**config.mk**
```make
export PLATFORM = sky130hd
export DESIGN_NAME = ipv4_fwd_rewrite
export DESIGN_NICKNAME = d
export VERILOG_FILES = /design/src/rtl/ipv4_rw_pkg.sv /design/src/rtl/ipv4_rw_pipe_reg.sv /design/src/rtl/ipv4_rw_classify.sv /design/src/rtl/ipv4_rw_ttl_csum.sv /design/src/rtl/ipv4_fwd_rewrite.sv
export SDC_FILE = /design/constraint.sdc
export NUM_CORES = 1
export LEC_CHECK = 0
export BUFFER_PORTS_ARGS = -buffer_cell sky130_fd_sc_hd__buf_2
export CAP_MARGIN = 20
export CORE_MARGIN = 2
export CORE_UTILIZATION = 50
export CTS_CLUSTER_DIAMETER = 30
export DETAILED_ROUTE_END_ITERATION = 8
export PLACE_DENSITY = 0.78
export SYNTH_ARGS = -nofsm -noshare
export SYNTH_HDL_FRONTEND = slang
export SYNTH_SLANG_ARGS = --single-unit
```
**constraint.sdc**
```tcl
create_clock -name clk -period 1.3 [get_ports clk]
set_clock_uncertainty 0.2 [all_clocks]
set_input_delay 0.195 -clock clk [delete_from_list [all_inputs] [get_ports clk]]
set_output_delay 0.195 -clock clk [all_outputs]
set_load 0.01 [all_outputs]
```
**src/rtl/ipv4_rw_pkg.sv**
```systemverilog
package ipv4_rw_pkg;
  localparam int HDR_W      = 160;
  localparam int VER_LSB    = 156;
  localparam int IHL_LSB    = 152;
  localparam int TTL_LSB    = 88;
  localparam int CSUM_LSB   = 64;
  localparam logic [3:0] IP_VERSION = 4'd4;
  localparam logic [3:0] IHL_PLAIN  = 4'd5;
  localparam logic [7:0] TTL_MIN_FWD = 8'd2;

  typedef enum logic [1:0] {
    RSN_FWD  = 2'd0,
    RSN_MISS = 2'd1,
    RSN_TTL  = 2'd2,
    RSN_BAD  = 2'd3
  } rsn_e;
endpackage

```
**src/rtl/ipv4_rw_pipe_reg.sv**
```systemverilog
module ipv4_rw_pipe_reg #(
  parameter int W = 8
) (
  input  logic         clk,
  input  logic         rst_n,
  input  logic         en,
  input  logic         d_valid,
  input  logic [W-1:0] d,
  output logic         q_valid,
  output logic [W-1:0] q
);
  logic         v_nxt;
  logic [W-1:0] q_nxt;

  always_comb begin
    v_nxt = q_valid;
    q_nxt = q;
    if (en) begin
      v_nxt = d_valid;
      if (d_valid) q_nxt = d;
    end
  end

  always_ff @(posedge clk or negedge rst_n) begin
    if (!rst_n) q_valid <= 1'b0;
    else        q_valid <= v_nxt;
  end

  always_ff @(posedge clk) begin
    q <= q_nxt;
  end
endmodule

```
**src/rtl/ipv4_rw_classify.sv**
```systemverilog
module ipv4_rw_classify
  import ipv4_rw_pkg::*;
(
  input  logic [HDR_W-1:0] hdr,
  input  logic             hit,
  output rsn_e             reason
);
  logic [3:0] ver;
  logic [3:0] ihl;
  logic [7:0] ttl;

  assign ver = hdr[VER_LSB +: 4];
  assign ihl = hdr[IHL_LSB +: 4];
  assign ttl = hdr[TTL_LSB +: 8];

  // Priority: malformed, then TTL expiry, then lookup miss
  always_comb begin
    if (ver != IP_VERSION || ihl != IHL_PLAIN) reason = RSN_BAD;
    else if (ttl < TTL_MIN_FWD)                reason = RSN_TTL;
    else if (!hit)                             reason = RSN_MISS;
    else                                       reason = RSN_FWD;
  end
endmodule

```
**src/rtl/ipv4_rw_ttl_csum.sv**
```systemverilog
module ipv4_rw_ttl_csum
  import ipv4_rw_pkg::*;
#(
  parameter int TTL_STEP = 1
) (
  input  logic [HDR_W-1:0] hdr_i,
  output logic [HDR_W-1:0] hdr_o
);
  localparam logic [7:0]  STEP8 = 8'(TTL_STEP);
  localparam logic [16:0] DELTA = {1'b0, STEP8, 8'h00};

  logic [15:0] csum_old;
  logic [16:0] csum_raw;
  logic [15:0] csum_new;

  assign csum_old = hdr_i[CSUM_LSB +: 16];
  assign csum_raw = {1'b0, csum_old} + DELTA;
  assign csum_new = csum_raw[15:0] + {15'd0, csum_raw[16]};

  always_comb begin
    hdr_o = hdr_i;
    hdr_o[TTL_LSB +: 8]   = hdr_i[TTL_LSB +: 8] - STEP8;
    hdr_o[CSUM_LSB +: 16] = csum_new;
  end
endmodule

```
**src/rtl/ipv4_fwd_rewrite.sv**
```systemverilog
module ipv4_fwd_rewrite
  import ipv4_rw_pkg::*;
#(
  parameter int PORT_W = 3
) (
  input  logic              clk,
  input  logic              rst_n,
  input  logic              in_valid,
  output logic              in_ready,
  input  logic [HDR_W-1:0]  in_hdr,
  input  logic              in_hit,
  input  logic [PORT_W-1:0] in_port,
  output logic              out_valid,
  input  logic              out_ready,
  output logic [HDR_W-1:0]  out_hdr,
  output logic [PORT_W-1:0] out_port,
  output logic              out_drop,
  output logic [1:0]        out_reason
);
  localparam int S1_W = HDR_W + 1 + PORT_W;
  localparam int S2_W = HDR_W + PORT_W + 2;

  // reset synchroniser: asynchronous assert, synchronous release
  logic [1:0] rst_pipe;
  logic       srst_n;
  always_ff @(posedge clk or negedge rst_n) begin
    if (!rst_n) rst_pipe <= 2'b00;
    else        rst_pipe <= {rst_pipe[0], 1'b1};
  end
  assign srst_n = rst_pipe[1];

  logic              adv;
  logic              s1_v, s2_v;
  logic [S1_W-1:0]   s1_q;
  logic [S2_W-1:0]   s2_d, s2_q;
  logic [HDR_W-1:0]  s1_hdr, upd_hdr, res_hdr;
  logic              s1_hit;
  logic [PORT_W-1:0] s1_port, res_port;
  rsn_e              rsn;

  assign adv      = !s2_v || out_ready;
  assign in_ready = adv;

  ipv4_rw_pipe_reg #(.W(S1_W)) u_stage1 (
    .clk(clk), .rst_n(srst_n), .en(adv), .d_valid(in_valid),
    .d({in_hit, in_port, in_hdr}), .q_valid(s1_v), .q(s1_q)
  );

  assign {s1_hit, s1_port, s1_hdr} = s1_q;

  ipv4_rw_classify u_cls (.hdr(s1_hdr), .hit(s1_hit), .reason(rsn));

  ipv4_rw_ttl_csum #(.TTL_STEP(1)) u_upd (.hdr_i(s1_hdr), .hdr_o(upd_hdr));

  always_comb begin
    res_hdr  = s1_hdr;
    res_port = '0;
    if (rsn == RSN_FWD) begin
      res_hdr  = upd_hdr;
      res_port = s1_port;
    end
  end

  assign s2_d = {rsn, res_port, res_hdr};

  ipv4_rw_pipe_reg #(.W(S2_W)) u_stage2 (
    .clk(clk), .rst_n(srst_n), .en(adv), .d_valid(s1_v),
    .d(s2_d), .q_valid(s2_v), .q(s2_q)
  );

  assign out_valid = s2_v;
  assign {out_reason, out_port, out_hdr} = s2_q;
  assign out_drop  = (out_reason != RSN_FWD);

  // stalled result holds
  p_hold_r7: assert property (@(posedge clk) disable iff (!srst_n)
    out_valid && !out_ready |=> out_valid && $stable(out_hdr) && $stable(out_port) && $stable(out_reason));

  // two-cycle latency when the pipeline advances
  p_latency_r6: assert property (@(posedge clk) disable iff (!srst_n)
    $past(in_valid && in_ready, 2) && $past(in_ready, 1) |-> out_valid);

  // dropped results carry no port
  p_drop_port_r3: assert property (@(posedge clk) disable iff (!srst_n)
    out_valid && out_drop |-> out_port == '0);

  // a forwarded header never leaves with TTL zero
  p_fwd_ttl_r4: assert property (@(posedge clk) disable iff (!srst_n)
    out_valid && out_reason == RSN_FWD |-> out_hdr[TTL_LSB +: 8] != 8'd0);

  // a malformed result really has a bad version or length
  p_bad_r1: assert property (@(posedge clk) disable iff (!srst_n)
    out_valid && out_reason == RSN_BAD |->
      (out_hdr[VER_LSB +: 4] != IP_VERSION || out_hdr[IHL_LSB +: 4] != IHL_PLAIN));
endmodule

```
After elaboration in Yosys (flattened, before gate mapping)
Index checks and enable logic that the tools add are counted.
W data, S select, Z words.
{"block": "totals", "regBits": 333, "latchBits": 0, "mem_bits_rw": 0, "romBits": 0, "inputBits": 168, "out_inout_bits": 168, "memories": 0}
{"block": "classes", "n_addsub": 3, "n_mul": 0, "div": 0, "n_lt_le_gt_ge": 1, "eq_ne": 2, "n_shift": 0, "muxes": 4, "n_bitwise": 0, "reduce_logical": 7}
{"op": "$mux W96", "count": 1}
{"op": "$add A16 B9 Y17 const B", "count": 1}
{"op": "$add A16 B1 Y16", "count": 1}
{"op": "$lt A8 B2 Y1 const B", "count": 1}
{"op": "$ne A4 B3 Y1 const B", "count": 2}
{"op": "$sub A8 B1 Y8 const B", "count": 1}
{"op": "$mux W2", "count": 2}
{"op": "$reduce_and A2 Y1", "count": 2}
{"op": "$logic_not A2 Y1", "count": 1}
{"op": "$logic_or A1 B1 Y1", "count": 2}
{"op": "$reduce_bool A2 Y1", "count": 1}
{"op": "$logic_not A1 Y1", "count": 1}
{"op": "$mux W1", "count": 1}

Logic depth before layout (Yosys ltp)
{"block": "depth", "word_depth": 5, "mapped_depth": 12}

Cells and area by module
A second synthesis with hierarchy kept.
{"block": "unflattened", "hier_cells": 740, "hier_area_um2": 13614.3}
{"mod": "ipv4_rw_pipe_reg (u_stage2)", "n_inst": 1, "cells_each": 168, "area_each_um2": 5002.3, "seq_area_each_um2": 4979.8}
{"mod": "ipv4_rw_pipe_reg (u_stage1)", "n_inst": 1, "cells_each": 167, "area_each_um2": 4972.3, "seq_area_each_um2": 4949.7}
{"mod": "ipv4_fwd_rewrite", "n_inst": 1, "cells_each": 186, "area_each_um2": 2006.9, "seq_area_each_um2": 50.0}
{"mod": "ipv4_rw_ttl_csum", "n_inst": 1, "cells_each": 212, "area_each_um2": 1577.8, "seq_area_each_um2": 0.0}
{"mod": "ipv4_rw_classify", "n_inst": 1, "cells_each": 7, "area_each_um2": 55.1, "seq_area_each_um2": 0.0}

Worst setup path after synthesis
No wires, ideal clock.
{"block": "synth_path", "kind": "flip-flop to flip-flop", "from": "register u_stage2.q_valid", "to": "register u_stage2.q[0] (enable)", "arrival_ns": 4.417, "slack_ns": -3.862, "path_stages_with_launch": 3, "n_path_buf": 0, "synth_period_minus_slack_ns": 5.162, "cell_sequence": "dfrtp_1 -> nand2b_1 -> and2_1"}
{"block": "synth_between", "elab_chain_len": 3}
{"item": "from (decl)", "line_no": "ipv4_rw_pipe_reg.sv:9", "source": "output logic q_valid,"}
{"item": "from (signal assigned)", "line_no": "ipv4_rw_pipe_reg.sv:26", "source": "else q_valid <= v_nxt;"}
{"item": "$logic_not A1 Y1", "line_no": "ipv4_fwd_rewrite.sv:41", "source": "assign adv = !s2_v || out_ready;"}
{"item": "$logic_or A1 B1 Y1", "line_no": "ipv4_fwd_rewrite.sv:41"}
{"item": "net in_ready", "line_no": "ipv4_fwd_rewrite.sv:9", "source": "output logic in_ready,"}
{"item": "$reduce_and A2 Y1 (no line)"}
{"item": "to (signal assigned)", "line_no": "ipv4_rw_pipe_reg.sv:30", "source": "q <= q_nxt;"}
{"item": "to (decl)", "line_no": "ipv4_rw_pipe_reg.sv:10", "source": "output logic [W-1:0] q"}
The timed path passes the listed nets, and every way through them passes these cells.
A chain may end at the register's enable or synchronous reset.

Worst setup path after layout
{"block": "layout_path", "from": "register u_stage1.q[72]", "to": "register u_stage2.q[79], data pin"}
{"block": "layout_between", "elab_chain_len": 3}
{"item": "from (decl)", "line_no": "ipv4_rw_pipe_reg.sv:10"}
{"item": "from (signal assigned)", "line_no": "ipv4_rw_pipe_reg.sv:30"}
{"item": "$add A16 B9 Y17", "line_no": "ipv4_rw_ttl_csum.sv:17", "source": "assign csum_raw = {1'b0, csum_old} + DELTA;"}
{"item": "$add A16 B1 Y16", "line_no": "ipv4_rw_ttl_csum.sv:18", "source": "assign csum_new = csum_raw[15:0] + {15'd0, csum_raw[16]};"}
{"item": "$mux W96", "line_no": "ipv4_fwd_rewrite.sv:58", "source": "if (rsn == RSN_FWD) begin"}
{"item": "net res_hdr[79]", "line_no": "ipv4_fwd_rewrite.sv:36", "source": "logic [HDR_W-1:0] s1_hdr, upd_hdr, res_hdr;"}
The timed path passes the listed nets, and every way through them passes these cells.

==> flow_summary.toml <==
[outcome]
status = "finished with violations"
violations = "negative hold slack, negative setup slack"

[worst_setup_path]
end_kind = "flop"
required_ns = 1.46
crit_type = "flop to flop"
crit_fanout = 4
timing.rr.start = "u_stage1.q[72]"
ff2ff_setup_slack_ns = -1.26
cp-start-kind = "flop"
ff2ff_path_depth = 11
arrival_ns = 2.73
rr_endpoint = "u_stage2.q[79]"

[finish]
nNetsFinal = 1329
multi_input_area_um2 = 1060
fill_cells = 793
drive_above_1_share_pct = 51.5
area_growth_pct = 71.6
regArea_um2 = 9980

[floorplan]
rows = 53
start_util_pct = 51.2
fp.dieH_um = 151
ios = 336
die-area_um2 = 22900
die_x_um = 151
coreArea_um2 = 21200

[routing]
firstDrtPassIters = 5
wire_per_inst_um = 24.9
drt_iter0_drc = 458
viasPerCell = 5.14
dr.max_layer_used = "met4"
routed_wl_mm = 36.6
dr_wl_met2_mm = 20.0
met1_length_mm = 12.1
drc = 0
ant_nets = 0
vias = 7558
routed-wl-met3_mm = 3.10

[clock_network]
cts.sinks = 333
insertion_delay_ns = 0.55
cts_inserted_buffers = 51
htreeDepth = 2
cts_hold_buf = 168
cts_tree = "built"
clockBufferDepth = 3
path_clk_slew_ns = 0.05
clockRootBuffer = "clkbuf_16"

[place]
place_worst_setup_slack_ns = -1.14
portBuffers = 335
place_congestion = 0.837
hpwl_mm = 16.1

[synthesis]
synth_seq_cells = 333
ys_seq_area_share_pct = 92.1
synth_edf_count = 329
synthArstFlopShare_pct = 1.20
syn_inst = 461
synth_area_leaders = "edfxtp_1 91%, xnor2_1 1.1%, dfrtp_1 0.92%"
synth_common_cells = "329 x edfxtp_1, 19 x nand2_1, 14 x xnor2_1, 8 x and2_1"
yosysMostFrequentCell = "edfxtp_1"
ys.flop_type = "edfxtp_1"
synthDominantCellAreaShare_pct = 91.2
yosysTopAreaCell = "edfxtp_1"
synth_nets = 634
synth.area.mux_share_pct = 0.104
synth_top_family_by_area = "simple AND/OR/NAND/NOR gates"
synth_compound_area_share_pct = 1.48
synth_warnings = 0
netlist-cell-type-count = 44
yosys.area_share.simple_pct = 3.59
yosys.area_share.adder_pct = 0.577
syn_area_per_cell_um2 = 23.5
synthXorXnorAreaFrac_pct = 1.62
syn-cell-area_um2 = 10800

[timing]
finalMaxSlewViolations = 0
rsz0062_at_grt = "true"
min_period_ns = 2.56
hold_viol = 1
fin_ws_ns = -1.26
setup_viol = 527
finalCritPeriodShare_pct = 197
timing.hold.ws_ns = -0.0248
fmax_mhz = 390

[pwr]
ir_drop_mv = 1.54
power_density_nw_per_um2 = 1660
finalPower_mw = 30.8
total_leakage_power_nw = 7.47

[global_routing]
antenna_found_initial = 1
grt_pass1_wl_mm = 50.5
grt_pass1_vias = 8225
grt_max_degree = 14
grt_usage_pct = 31.1
overflow = 0

[min_path]
min_path_cells = 5
min_from = "out_ready"
min_path_type = "input port to flop"
min_to = "u_stage2.q_valid"

[job]
cap_violations = 0
==> repair_timing <==
item | in CTS | in global routing
endpoints found under the setup margin | 526 | 527
gates resized for setup | 103 | 108
pin swaps | 16 | 30
buffers inserted | 49 | 34
gates cloned | 18 | 2
endpoints found under the hold margin | 170 | 1
==> worst max-delay path by stage <==
stage / from / slack (ns) / end
finish: u_stage1.q[72] / -1.26 / u_stage2.q[79]
global route: u_stage1.q[72] / -1.41 / u_stage2.q[75]
CTS: u_stage1.q[72] / -1.11 / u_stage2.q[79]
detailed placement: u_stage1.q[72] / -1.14 / u_stage2.q[79]
global placement: u_stage1.q[73] / -1.03 / u_stage2.q[74]
floorplan: u_stage1.q[73] / -1.21 / u_stage2.q[77]
==> per-layer routing <==
layer | GRT usage (%) | up-vias
met5 | 0 | -
met4 | 12.9 | 0
met3 | 8.34 | 91
met2 | 56.2 | 470
met1 | 34.9 | 3750
li1 | - | 3247
==> sequential cells by signal, summed over array words and instances, names as in the netlist <==
name	count
rst_pipe	2
u_stage2.q	165
u_stage2.q_valid	1
u_stage1.q_valid	1
u_stage1.q	164
==> cell usage in the layout (no fill, tap or decap), types with 3 or more instances in the layout <==
cell type        n
nand4_1          4
dfrtp_1          4
inv_1            6
bufinv_16        7
dlygate4sd3_1  168
clkinvlp_4       8
o21ai_2          6
edfxtp_1       329
clkbuf_16       55
clkbuf_1         7
buf_4           54
nand3_1          5
xnor2_1          9
buf_12          35
buf_6           47
or3_1            3
buf_8           26
nor2_1           3
a21oi_2          3
clkinv_1         4
clkinv_2         6
xor2_1           6
xnor2_2          5
buf_2          311
nand2_2          5
nand2_1         12
clkinv_4         3
buf_16           5
and2_4           6
==> power breakdown <==
part	internal (mW)	leakage, nW	switching [mW]
combinational	1.92	3.47	1.62
sequential	12.9	3.17	0.352
clock	8.87	0.828	5.17
==> cell type report <==
| type | instances | share of cell area (%) |
|---|---|---|
| Tap cell | 275 | 1.85 |
| Timing Repair Buffer | 648 | 29.3 |
| Antenna cell | 1 | 0.0135 |
| Multi-Input combinational cell | 116 | 5.69 |
| Clock buffer | 60 | 7.27 |
| Clock inverter | 32 | 2.10 |
| Inverter | 6 | 0.121 |
| Sequential cell | 333 | 53.6 |
==> critical path, stage by stage (launching register included) <==
cell,delay (ns)
edfxtp_1,0.35
ha_2,0.20
nand2_2,0.07
nor2_4,0.10
and3_4,0.20
ha_4,0.13
nand4b_1,0.15
nor4_2,0.29
buf_4,0.19
o2111ai_4,0.10
a21oi_2,0.20
xor2_1,0.20
==> metrics by stage <==
step | TNS [ns] | hold slack (ns) | area [µm²] | instances | utilization (%)
6_report | -158.61 | -0.0248 | 18600 | 1471 | 87.9
5_1_grt | -176.03 | -0.0358 | 18600 | 1471 | 87.9
4_1_cts | -151.41 | -0.0833 | 18600 | 1471 | 87.8
3_5_place_dp | -82.40 | -0.215 | 13800 | 1148 | 65.1
3_3_place_gp | -78.88 | -0.218 | 13800 | 1148 | 65.1
2_1_floorplan | -372.37 | -0.301 | 10900 | 461 | -
==> logic make-up (layout without fill, tap and decap cells) <==
kind of cell | after synthesis | after routing
other cells | 1 | 2
buf+inv | 12 | 746
xor+xnor | 20 | 20
fa+ha+maj | 5 | 5
compound gates | 22 | 22
simple gates | 67 | 67
flops | 333 | 333
mux | 1 | 1
Note: power is estimated with default switching activity, not from simulation.
